## src/rtl/mpic_pkg.sv

```systemverilog
package mpic_pkg;
  // fixed register offsets
  localparam logic [15:0] OFF_INFO = 16'h0004;
  localparam logic [15:0] OFF_WHO  = 16'h2000;
  localparam logic [15:0] OFF_EVT  = 16'h2004;
  // 128-byte pages holding the set/clear banks (addr[15:7])
  localparam logic [8:0]  PG_SWSET = 9'h080;
  localparam logic [8:0]  PG_SWCLR = 9'h081;
  localparam logic [8:0]  PG_MSET  = 9'h082;
  localparam logic [8:0]  PG_MCLR  = 9'h083;
  // 4 KiB region of routing words (addr[15:12])
  localparam logic [3:0]  PG_ROUTE = 4'h3;

  typedef enum logic [7:0] {
    EV_NONE  = 8'd0,
    EV_HWIRQ = 8'd1,
    EV_IPI   = 8'd4
  } ev_type_e;
endpackage

```

## src/rtl/mpic_bank.sv

```systemverilog
module mpic_bank #(
  parameter int NUM_LINES = 40,
  parameter int WORDS     = 2,
  parameter int WIDX      = 1,
  parameter bit RST_ONE   = 1'b0
) (
  input  logic                 clk,
  input  logic                 rst,
  input  logic                 set_we,
  input  logic                 clr_we,
  input  logic [WIDX-1:0]      word,
  input  logic [31:0]          wdata,
  input  logic [NUM_LINES-1:0] hw_set,
  output logic [NUM_LINES-1:0] q,
  output logic [31:0]          rd_word
);
  logic [NUM_LINES-1:0] sel;
  logic [WORDS*32-1:0]  padded;

  // expand one written word to a per-line select
  always_comb begin
    for (int i = 0; i < NUM_LINES; i++)
      sel[i] = (word == WIDX'(i / 32)) && wdata[i % 32];
  end

  always_ff @(posedge clk) begin
    if (rst) begin
      q <= {NUM_LINES{RST_ONE}};
    end else begin
      for (int i = 0; i < NUM_LINES; i++) begin
        if (set_we && sel[i])      q[i] <= 1'b1;
        else if (clr_we && sel[i]) q[i] <= 1'b0;
        if (hw_set[i])             q[i] <= 1'b1;
      end
    end
  end

  always_comb begin
    padded = '0;
    padded[NUM_LINES-1:0] = q;
    rd_word = padded[32*word +: 32];
  end


  clr_clears_chk: assert property (@(posedge clk) disable iff (rst)
    (clr_we && !set_we && hw_set == '0) |=> ((q & $past(sel)) == '0));
endmodule

```

## src/rtl/mpic_route.sv

```systemverilog
module mpic_route #(
  parameter int NUM_LINES = 40,
  parameter int NUM_CPUS  = 4,
  parameter int LW        = 6
) (
  input  logic                                clk,
  input  logic                                rst,
  input  logic                                we,
  input  logic [LW-1:0]                       line,
  input  logic [NUM_CPUS-1:0]                 wdata,
  output logic [NUM_CPUS-1:0][NUM_LINES-1:0]  tgt,
  output logic [NUM_CPUS-1:0]                 rd_tgt
);
  logic [NUM_CPUS-1:0] rt [NUM_LINES];

  always_ff @(posedge clk) begin
    if (rst) begin
      for (int i = 0; i < NUM_LINES; i++) rt[i] <= '0;
    end else if (we) begin
      rt[line] <= wdata;
    end
  end

  always_comb begin
    for (int c = 0; c < NUM_CPUS; c++)
      for (int i = 0; i < NUM_LINES; i++)
        tgt[c][i] = rt[i][c];
  end

  assign rd_tgt = rt[line];
endmodule

```

## src/rtl/mpic_pick.sv

```systemverilog
module mpic_pick #(
  parameter int NUM_LINES = 40,
  parameter int NUM_CPUS  = 4,
  parameter int LW        = 6
) (
  input  logic [NUM_CPUS-1:0][NUM_LINES-1:0] elig,
  output logic [NUM_CPUS-1:0]                any_o,
  output logic [NUM_CPUS-1:0][LW-1:0]        num_o
);
  for (genvar c = 0; c < NUM_CPUS; c++) begin : g_cpu
    logic          any_l;
    logic [LW-1:0] num_l;
    always_comb begin
      any_l = |elig[c];
      num_l = '0;
      for (int i = NUM_LINES - 1; i >= 0; i--)
        if (elig[c][i]) num_l = LW'(i);
    end
    assign any_o[c] = any_l;
    assign num_o[c] = num_l;
  end
endmodule

```

## src/rtl/mpic_core.sv

```systemverilog
module mpic_core
  import mpic_pkg::*;
#(
  parameter int NUM_LINES = 40,
  parameter int NUM_CPUS  = 4
) (
  input  logic                        clk,
  input  logic                        rst,
  input  logic [NUM_LINES-1:0]        irq_lines,
  input  logic                        bus_rd,
  input  logic                        bus_wr,
  input  logic [$clog2(NUM_CPUS)-1:0] bus_cpu,
  input  logic [15:0]                 bus_addr,
  input  logic [31:0]                 bus_wdata,
  output logic [31:0]                 bus_rdata,
  output logic                        bus_rvalid,
  output logic [NUM_CPUS-1:0]         irq_out
);
  localparam int WORDS = (NUM_LINES + 31) / 32;
  localparam int WIDX  = (WORDS > 1) ? $clog2(WORDS) : 1;
  localparam int LW    = (NUM_LINES > 1) ? $clog2(NUM_LINES) : 1;
  localparam logic [3:0] DIE_M1 = 4'd0;

  logic [NUM_LINES-1:0] swpend, mask, pend, avail, ack_set;
  logic [NUM_CPUS-1:0][NUM_LINES-1:0] tgt, elig;
  logic [NUM_CPUS-1:0]          any;
  logic [NUM_CPUS-1:0][LW-1:0]  num;
  logic [NUM_CPUS-1:0]          rd_tgt;
  logic [31:0] sw_word, mask_word, rd_mux;

  // address decode
  logic [8:0]      page;
  logic [4:0]      wsel;
  logic            word_ok, route_ok, ack, is_evt;
  logic [WIDX-1:0] widx;
  logic [9:0]      rline;

  assign page     = bus_addr[15:7];
  assign wsel     = bus_addr[6:2];
  assign word_ok  = (wsel < 5'(WORDS));
  assign widx     = WIDX'(wsel);
  assign rline    = bus_addr[11:2];
  assign route_ok = (bus_addr[15:12] == PG_ROUTE) && (rline < 10'(NUM_LINES));
  assign is_evt   = bus_rd && (bus_addr == OFF_EVT);
  assign ack      = is_evt && any[bus_cpu];

  always_comb begin
    ack_set = '0;
    if (ack) ack_set[num[bus_cpu]] = 1'b1;
  end

  mpic_bank #(.NUM_LINES(NUM_LINES), .WORDS(WORDS), .WIDX(WIDX), .RST_ONE(1'b0)) u_swpend (
    .clk(clk), .rst(rst),
    .set_we(bus_wr && page == PG_SWSET && word_ok),
    .clr_we(bus_wr && page == PG_SWCLR && word_ok),
    .word(widx), .wdata(bus_wdata), .hw_set('0),
    .q(swpend), .rd_word(sw_word));

  mpic_bank #(.NUM_LINES(NUM_LINES), .WORDS(WORDS), .WIDX(WIDX), .RST_ONE(1'b1)) u_mask (
    .clk(clk), .rst(rst),
    .set_we(bus_wr && page == PG_MSET && word_ok),
    .clr_we(bus_wr && page == PG_MCLR && word_ok),
    .word(widx), .wdata(bus_wdata), .hw_set(ack_set),
    .q(mask), .rd_word(mask_word));

  mpic_route #(.NUM_LINES(NUM_LINES), .NUM_CPUS(NUM_CPUS), .LW(LW)) u_route (
    .clk(clk), .rst(rst), .we(bus_wr && route_ok), .line(LW'(rline)),
    .wdata(bus_wdata[NUM_CPUS-1:0]), .tgt(tgt), .rd_tgt(rd_tgt));

  assign pend  = irq_lines | swpend;
  assign avail = pend & ~mask;
  for (genvar c = 0; c < NUM_CPUS; c++) begin : g_elig
    assign elig[c] = avail & tgt[c];
  end

  mpic_pick #(.NUM_LINES(NUM_LINES), .NUM_CPUS(NUM_CPUS), .LW(LW)) u_pick (
    .elig(elig), .any_o(any), .num_o(num));

  always_comb begin
    rd_mux = '0;
    if (bus_addr == OFF_INFO)
      rd_mux = {4'd0, DIE_M1, 8'd0, 16'(NUM_LINES)};
    else if (bus_addr == OFF_WHO)
      rd_mux = 32'(bus_cpu);
    else if (is_evt && any[bus_cpu])
      rd_mux = {8'd0, EV_HWIRQ, 16'(num[bus_cpu])};
    else if ((page == PG_SWSET || page == PG_SWCLR) && word_ok)
      rd_mux = sw_word;
    else if ((page == PG_MSET || page == PG_MCLR) && word_ok)
      rd_mux = mask_word;
    else if (route_ok)
      rd_mux = 32'(rd_tgt);
  end

  always_ff @(posedge clk) begin
    if (rst) begin
      bus_rdata  <= '0;
      bus_rvalid <= 1'b0;
      irq_out    <= '0;
    end else begin
      bus_rvalid <= bus_rd;
      irq_out    <= any;
      if (bus_rd) bus_rdata <= rd_mux;
    end
  end


  reset_state_chk: assert property (@(posedge clk) disable iff (rst)
    $fell(rst) |-> ((&mask) && swpend == '0 && irq_out == '0));

  ack_mask_chk: assert property (@(posedge clk) disable iff (rst)
    ack |=> mask[$past(num[bus_cpu])]);

  rvalid_chk: assert property (@(posedge clk) disable iff (rst)
    bus_rvalid |-> $past(bus_rd));

  event_fields_chk: assert property (@(posedge clk) disable iff (rst)
    (bus_rvalid && $past(bus_addr) == OFF_EVT && bus_rdata != '0)
      |-> (bus_rdata[31:16] == 16'h0001 && bus_rdata[15:0] < 16'(NUM_LINES)));
endmodule

```

## config.mk

```make
export PLATFORM = sky130hd
export DESIGN_NAME = mpic_core
export DESIGN_NICKNAME = d
export VERILOG_FILES = /design/src/rtl/mpic_pkg.sv /design/src/rtl/mpic_bank.sv /design/src/rtl/mpic_route.sv /design/src/rtl/mpic_pick.sv /design/src/rtl/mpic_core.sv
export SDC_FILE = /design/constraint.sdc
export NUM_CORES = 1
export LEC_CHECK = 0
export ABC_AREA = 1
export BUFFER_PORTS_ARGS = -buffer_cell sky130_fd_sc_hd__buf_2
export CAP_MARGIN = 10
export CORE_ASPECT_RATIO = 0.6
export CORE_UTILIZATION = 55
export DETAILED_ROUTE_END_ITERATION = 10
export GPL_TIMING_DRIVEN = 0
export PLACE_DENSITY_LB_ADDON = 0.05
export SYNTH_ARGS = -nofsm -noshare
export SYNTH_HDL_FRONTEND = slang
export SYNTH_SLANG_ARGS = --single-unit
```

## constraint.sdc

```tcl
create_clock -name clk -period 3.3 [get_ports clk]
set_input_delay 0.495 -clock clk [delete_from_list [all_inputs] [get_ports clk]]
set_output_delay 0.495 -clock clk [all_outputs]
set_load 0.02 [all_outputs]
```

* Word-level counts from Yosys, hierarchy flattened
Memories as Yosys holds them, arrays and structs flattened.
Index checks and enable logic that the tools add are counted.
** Storage, ports and cells
- Bits in latches :: 0
- RAM bits :: 160
- Output and inout port bits :: 37
- Memory bits (read-only) :: 0
- Memories kept :: 1
- Register bits after elaboration :: 117
** Cells by class
- Divide/modulo/power cells :: 0
- Bitwise logic cells :: 8
- $mul :: 0
- Shift-type cells :: 2
- Equal/unequal tests :: 8
- $add $sub $neg :: 0
- Order comparisons :: 5
- Reductions and logical operators :: 302
- Multiplexer cells :: 261
** Memories
- u_route.rt :: depth 40, width 4, rd ports 41, clocked after Yosys merged registers in 0, wr ports 40, line mpic_route.sv:14 : logic [NUM_CPUS-1:0] rt [NUM_LINES];
** Operators by type and width (number)
- 2-to-1 mux 6 bit :: 162
- logical AND 1 bit :: 215
- AND 40 bit :: 5
- 2-to-1 mux 32 bit :: 5
- OR reduction 40 bit :: 4
- indexed part select 64 x 7 -> 32 bit :: 2
- OR reduction 3 bit :: 40
- 2-to-1 mux 1 bit :: 88
- nonzero test 2 bit :: 40
- 2-to-1 mux 40 bit :: 1
- inverter 40 bit :: 1
- bitwise OR 40 bit :: 1
- == test 9 x 8 -> 1 bit, second input constant :: 4
- == test 16 x 14 -> 1 bit, second input constant :: 2
- == test 16 x 3 -> 1 bit, second input constant :: 1
- binary-select mux 6 bit (select 2 bit) :: 1
- < comparator 10 x 6 -> 1 bit, second input constant :: 1
- 2-to-1 mux 4 bit :: 2
- < comparator 6 x 7 -> 1 bit, second input constant :: 1
- demux 1 bit (select 6 bit) :: 1
- >= comparator 6 x 1 -> 1 bit, second input constant :: 1
- < comparator 5 x 2 -> 1 bit, second input constant :: 1
- == test 4 x 2 -> 1 bit, second input constant :: 1
- OR reduction 4 bit :: 1
- other kinds (4) :: 5

* Depth between registers and ports, before layout
- Depth in word-level cells :: 51
- Depth in mapped cells :: 47

* Modules after synthesis
From an unflattened synthesis, not the netlist that was laid out.
** Unflattened totals
- Cells, all modules :: 3570
- Area total of the unflattened synthesis :: 23301.1 sq um
** By module, submodules not included
- mpic_route :: instances 1, sequential area each 7687.4 sq um, area an instance 12056.6 sq um, cells each 1361
- mpic_core :: instances 1, sequential area each 740.7 sq um, area an instance 4316.6 sq um, cells each 836
- mpic_bank at u_swpend :: instances 1, sequential area each 800.8 sq um, area an instance 2356.0 sq um, cells each 409
- mpic_bank at u_mask :: instances 1, sequential area each 800.8 sq um, area an instance 2290.9 sq um, cells each 401
- mpic_pick :: instances 1, sequential area each 0.0 sq um, area an instance 2280.9 sq um, cells each 563

* Worst setup path before layout
Ideal clock, no wire load.
- Kind :: input to register
- Start point :: input port irq_lines[39]
- End point :: register u_mask.q[13]
- Library setup time :: 0.127 ns
- Path buffers :: 0
- Required time :: 3.173 ns
- Arrival :: 2.813 ns
- Setup slack :: 0.359 ns
- Stages :: 46
- Cells stage by stage :: o21bai_2 -> inv_1 -> nand3_1 -> nand2_1 -> nand2_1 -> nand2_1 -> nand2_1 -> nand2_1 -> nand2_1 -> nand2_1 -> nand2_1 -> nand2_1 -> nand2_1 -> nand2_1 -> nand2_1 -> nand2_1 -> nand2_1 -> nand2_1 -> [... 10 more ...] -> nand2_1 -> nand2_1 -> nand2_1 -> nand2_1 -> nand2_1 -> nand2_1 -> nand2_1 -> nand2_1 -> nand2_1 -> nand2_1 -> nand2_1 -> nand2_1 -> nand2_1 -> nand3_2 -> nand2_4 -> inv_8 -> nand2_4 -> o21ai_1
** On the way
- Longest elaborated chain between the ends :: 51
- Elaborated cells on any way between the ends :: 182
- Those cells by class :: order compare: 2; mux: 167; bitwise: 6; reduce/logical: 7
** RTL lines
- start, declared :: line mpic_core.sv:9 : input logic [NUM_LINES-1:0] irq_lines,
- bitwise OR 40 bit (*) :: line mpic_core.sv:70 : assign pend = irq_lines | swpend;
- AND 40 bit (*) :: line mpic_core.sv:71 : assign avail = pend & ~mask;
- AND 40 bit :: line mpic_core.sv:73 : assign elig[c] = avail & tgt[c];
- 2-to-1 mux 6 bit (40 in series) :: line mpic_pick.sv:17 : if (elig[c][i]) num_l = LW'(i);
- binary-select mux 6 bit (select 2 bit) :: line mpic_core.sv:49 : if (ack) ack_set[num[bus_cpu]] = 1'b1;
- 2-to-1 mux 6 bit (not written as such) :: line mpic_core.sv:49
- < comparator 6 x 7 -> 1 bit (not written as such) or >= comparator 6 x 1 -> 1 bit (tied branches) :: line mpic_core.sv:49
- logical AND 1 bit (not written as such) :: line mpic_core.sv:49
- 2-to-1 mux 1 bit (not written as such) :: line mpic_core.sv:49
- demux 1 bit (select 6 bit) :: line mpic_core.sv:49
- 2-to-1 mux 40 bit (*) :: line mpic_core.sv:49
- OR reduction 3 bit (no line) (*)
- end signal, assigned :: line mpic_bank.sv:28 : q <= {NUM_LINES{RST_ONE}};
- end, declared :: line mpic_bank.sv:14 : output logic [NUM_LINES-1:0] q,
Every way passes the cells marked *; elsewhere a longest branch is shown, timed or not. The select of a mux whose other input is x is not followed.
A chain may end at the register's enable or synchronous reset.

* Final worst setup path
- Start point :: register u_swpend.q[35]
- End point :: register bus_rdata[1]
** On the way
- Longest elaborated chain between the ends :: 44
- Elaborated cells on any way between the ends :: 162
- Those cells by class :: mux: 151; bitwise: 6; reduce/logical: 5
** RTL lines
- start, declared :: line mpic_bank.sv:14
- start signal, assigned :: line mpic_bank.sv:28
- bitwise OR 40 bit (*) :: line mpic_core.sv:70
- AND 40 bit (*) :: line mpic_core.sv:71
- AND 40 bit :: line mpic_core.sv:73
- 2-to-1 mux 6 bit (36 in series) :: line mpic_pick.sv:17
- binary-select mux 6 bit (select 2 bit) :: line mpic_core.sv:86 : rd_mux = {8'd0, EV_HWIRQ, 16'(num[bus_cpu])};
- 2-to-1 mux 6 bit (not written as such) :: line mpic_core.sv:86
- 2-to-1 mux 32 bit (*) :: line mpic_core.sv:85 : else if (is_evt && any[bus_cpu])
- 2-to-1 mux 32 bit (*) :: line mpic_core.sv:83 : else if (bus_addr == OFF_WHO)
- 2-to-1 mux 32 bit (*) :: line mpic_core.sv:81 : if (bus_addr == OFF_INFO)
- end signal, assigned :: line mpic_core.sv:103 : if (bus_rd) bus_rdata <= rd_mux;
- end, declared :: line mpic_core.sv:15 : output logic [31:0] bus_rdata,
Marked as above.

==> qor.tcl <==
set qor(failed_checks) {negative setup slack}
set qor(die_w_um) 243
set qor(cts-root-to-sink-buffers) 3
set qor(cap_viol_max_count) 0
set qor(finalNonFillerCells) 3153
set qor(crit_slowest_cell) {sky130_fd_sc_hd__dfxtp_4}
set qor(final-hold-violation-count) 0
set qor(grt_first_pass_wirelength_mm) 123
set qor(crit_path_end_kind) {register}
set qor(path_common_cell) {sky130_fd_sc_hd__nor2_1}
set qor(rsz_0062_raised_after_global_routing) {yes}
set qor(cts-hold-fix-buffers) 0
set qor(timing.final.ws_setup_ps) -647
set qor(fin_worst_skew_ps) 15.5
set qor(outcome) {complete, but fails checks}
set qor(numCtsBuffers) 36
set qor(cts.reportedPaths.clkPinSlew_ps) 70
set qor(die_h_um) 147
set qor(vias_in_the_first_global_route) 18700
set qor(number_of_enable_flip_flop_cells_after_synthesis) 256
set qor(netlist_area_um2) 19200
set qor(detail_route.first_pass.iterations) 8
set qor(synthesized_area_per_cell_um2) 8.02
set qor(post-route-period-util) 1.20
set qor(core-area_um2) 34000
set qor(ctsRootBufferMaster) {sky130_fd_sc_hd__clkbuf_16}
set qor(routed_via_density) 6.56
set qor(power_density_nw_per_um2) 470
set qor(tritoncts_clock_tree) {done}
set qor(synth-seq-area-share) 0.522
set qor(yosys_warnings) 0
set qor(fp-row-count) 52
set qor(slew_viol_final) 0
set qor(hold_path.class) {input port to register}
set qor(synth_flop_cell) {sky130_fd_sc_hd__edfxtp_1}
set qor(area_growth_syn_to_layout_pct) 18.4
set qor(detail_route.wl_per_cell_um) 28.1
set qor(cp-start-kind) {register}
set qor(final_gp_congestion) 1.14
set qor(dp_worst_setup_slack_ps) -2150
set qor(drc) 0
set qor(yosys_register_bits) 373
set qor(die_area_um2) 35700
set qor(detailed_place_hpwl_mm) 66.0
set qor(max_freq_ghz) 0.253
set qor(crit_arrival_ps) 4420
set qor(port_buffers) 124
set qor(wirelength_mm) 88.6
set qor(finalSetupTns_ps) -25070
set qor(max-slew-margin-rel) 0.198
set qor(worstMarginPinSlew_ps) 1200
set qor(final-setup-viol-count) 86
set qor(critical_path_class) {register to register}
set qor(nNetsFinal) 2757
set qor(yosys.cell_types.count) 43
set qor(detailedRoute.firstIterationViolations) 3815
set qor(timing.critical_path.slowest_cell_delay_ps) 390
set qor(postSynthCellCount) 2393
set qor(postRouteAntennaNets) 0
set qor(leakage_uw) 0.00948
set qor(crit_fanout) 4
set qor(clk_latency_ps) 550
set qor(timing.critical_path.cells) {nor2_1 -> nor2_4 -> nand2_1 -> nand2_1 -> o21ai_1 -> a31oi_1 -> nor2_1 -> nor2_2 -> nor2_1 -> nor2_1 -> nor2_1 -> nor2_1 -> nor2_1 -> nor2_1 -> nor2_1 -> nor2_1 -> nor2_1 -> o211ai_1 -> nand3_1 -> o311ai_2 -> nand2_2 -> o21ai_2 -> o211ai_1 -> a21oi_1}
set qor(asyncSetResetFlopFracSynth) 0
set qor(layout_min_cycle_time_ps) 3950
set qor(grt.total_usage) 0.486
set qor(tritoncts_num_sinks) 373
set qor(largest_net_degree_at_the_start_of_global_routing) 27
set qor(placedCellCount) 3074
set qor(cts-htree-levels) 2
set qor(start_util) 0.564
set qor(number_of_antenna_violations_at_the_first_check_in_global_routing) 4
set qor(vdd.ir_drop.worst_uv) 458
set qor(fraction_of_layout_instances_using_a_drive_strength_above_1) 0.134
set qor(cp.required_ps) 3780
set qor(dr_total_vias) 20700
set qor(grt_remaining_overflow) 0
set qor(top_level_ports) 131
[placed cells by master, fill, tap and decap left out, types with 5 or more instances in the layout]
cell type,netlist,final
sky130_fd_sc_hd__o31ai_1,8,8
sky130_fd_sc_hd__nand4_1,12,12
sky130_fd_sc_hd__clkbuf_2,0,26
sky130_fd_sc_hd__o211ai_1,33,33
sky130_fd_sc_hd__nor2_4,0,17
sky130_fd_sc_hd__o21ai_1,40,19
sky130_fd_sc_hd__nor3_1,16,10
sky130_fd_sc_hd__o21ai_0,154,150
sky130_fd_sc_hd__o21a_1,16,16
sky130_fd_sc_hd__a32o_1,32,32
sky130_fd_sc_hd__clkbuf_16,0,38
sky130_fd_sc_hd__nand2_8,0,7
sky130_fd_sc_hd__nor3_2,1,7
sky130_fd_sc_hd__inv_2,3,6
sky130_fd_sc_hd__nand2_1,737,703
sky130_fd_sc_hd__buf_4,1,12
sky130_fd_sc_hd__clkbuf_1,117,94
sky130_fd_sc_hd__inv_1,97,93
sky130_fd_sc_hd__nor2_2,2,13
sky130_fd_sc_hd__o21ai_2,0,25
sky130_fd_sc_hd__conb_1,1,96
sky130_fd_sc_hd__diode_2,0,5
sky130_fd_sc_hd__dfxtp_1,117,108
sky130_fd_sc_hd__clkinv_1,6,10
sky130_fd_sc_hd__a21oi_1,109,107
sky130_fd_sc_hd__edfxtp_1,256,256
sky130_fd_sc_hd__nand2_2,5,34
sky130_fd_sc_hd__dfxtp_2,0,5
sky130_fd_sc_hd__nor2_1,433,405
sky130_fd_sc_hd__a221oi_1,80,80
sky130_fd_sc_hd__buf_2,0,130
sky130_fd_sc_hd__a31oi_1,12,11
sky130_fd_sc_hd__nand3_1,59,54
[synth_stat cells (2+ instances only)]
master | number | area, um2
sky130_fd_sc_hd__o311ai_0 | 5 | 43.8
sky130_fd_sc_hd__a221o_1 | 2 | 20.0
sky130_fd_sc_hd__o31ai_1 | 8 | 60.1
sky130_fd_sc_hd__clkbuf_1 | 117 | 439
sky130_fd_sc_hd__nor4_1 | 6 | 37.5
sky130_fd_sc_hd__a221oi_1 | 80 | 701
sky130_fd_sc_hd__a21boi_0 | 2 | 15.0
sky130_fd_sc_hd__a22o_1 | 3 | 26.3
sky130_fd_sc_hd__a21oi_1 | 109 | 546
sky130_fd_sc_hd__o21ai_0 | 154 | 771
sky130_fd_sc_hd__nand2_2 | 5 | 31.3
sky130_fd_sc_hd__a32o_1 | 32 | 320
sky130_fd_sc_hd__nor2_2 | 2 | 12.5
sky130_fd_sc_hd__o2111ai_1 | 4 | 35.0
sky130_fd_sc_hd__nand2_1 | 737 | 2770
sky130_fd_sc_hd__dfxtp_1 | 117 | 2340
sky130_fd_sc_hd__nand3_1 | 59 | 295
sky130_fd_sc_hd__inv_2 | 3 | 11.3
sky130_fd_sc_hd__nand2_4 | 5 | 56.3
sky130_fd_sc_hd__nand4_1 | 12 | 75.1
sky130_fd_sc_hd__o211ai_1 | 33 | 248
sky130_fd_sc_hd__o21ai_1 | 40 | 200
sky130_fd_sc_hd__o21a_1 | 16 | 120
sky130_fd_sc_hd__nor2_1 | 433 | 1630
sky130_fd_sc_hd__clkinv_1 | 6 | 22.5
sky130_fd_sc_hd__nand3_2 | 2 | 20.0
sky130_fd_sc_hd__buf_1 | 4 | 15.0
sky130_fd_sc_hd__edfxtp_1 | 256 | 7690
sky130_fd_sc_hd__mux2i_1 | 3 | 30.0
sky130_fd_sc_hd__a2111oi_0 | 2 | 17.5
sky130_fd_sc_hd__inv_1 | 97 | 364
sky130_fd_sc_hd__nor3_1 | 16 | 80.1
sky130_fd_sc_hd__a21o_1 | 2 | 15.0
sky130_fd_sc_hd__a31oi_1 | 12 | 75.1
[logic make-up after synthesis]
logic type             share of synthesized area
AOI/OAI and AO/OA                          0.170
buffers and inverters                     0.0454
DFF                                        0.522
muxes                                    0.00156
other                                   0.000195
and+or+nand+nor                            0.261
[power by group]
group          internal (uW)  switching (uW)  leakage (uW)  total (uW)
combinational            215             762       0.00549         977
sequential              5200             116       0.00341        5310
clock                   2500            1900      0.000584        4400
total                   7910            2770       0.00948       10700
[per-stage QoR]
stage / power (uW) / hold slack (ps) / area (um2) / utilization
floorplan: 5790 / 457 / 19600 / -
global placement: 6230 / 450 / 20800 / 0.610
detailed placement: 6260 / 455 / 20800 / 0.611
CTS: 10500 / 338 / 22500 / 0.661
global route: 10800 / 365 / 22700 / 0.668
finish: 10700 / 328 / 22700 / 0.668
[routing by layer]
layer	vias up	GRT usage	share of wire	wire, um
met4	10	0.203	0.046	4080
met3	324	0.264	0.21	18300
met2	1997	0.622	0.38	33300
li1	8714	-	-	-
met5	-	0	0.0016	146
met1	9634	0.669	0.37	32800
[state kept, by name, summed over array words and instances (netlist names)]
register    count
u_swpend.q     40
u_route.rt    256
irq_out         4
u_mask.q       40
bus_rvalid      1
bus_rdata      32
[worst paths after layout]
| check | start | end | slack, ps | depth (start not counted) |
|---|---|---|---|---|
| min reg2reg | bus_rdata[1] | bus_rdata[1] | 460 | 2 |
| min | bus_wdata[21] | u_swpend.q[21] | 330 | 4 |
| max reg2reg | u_swpend.q[35] | bus_rdata[1] | -650 | 24 |
| max | u_swpend.q[35] | bus_rdata[1] | -650 | 24 |
[what timing repair did]
item	CTS	global route
setup endpoints to repair	412	149
cloned	0	0
resized for setup	143	79
setup buffers	6	4
pin swaps	16	19
[final cells by class]
| type | instances | area [um2] |
|---|---|---|
| fillers | 2842 | 11300 |
| flip-flops and latches | 373 | 10100 |
| multi-input cells | 1886 | 9210 |
| clock buffers | 52 | 1040 |
| repair buffers | 138 | 752 |
| well taps | 459 | 574 |
| plain buffers | 121 | 515 |
| inverters | 107 | 417 |
| clock inverters | 12 | 159 |
| diodes | 5 | 12.5 |
[worst max-delay path: cells and delay by family (launching register included)]
kind             cells  cell delay (ps)
AO/OA/AOI/OAI        7             1280
AND/OR/NAND/NOR     17             2180
flip-flops           1              390
Note: power is estimated with default switching activity, not from simulation.
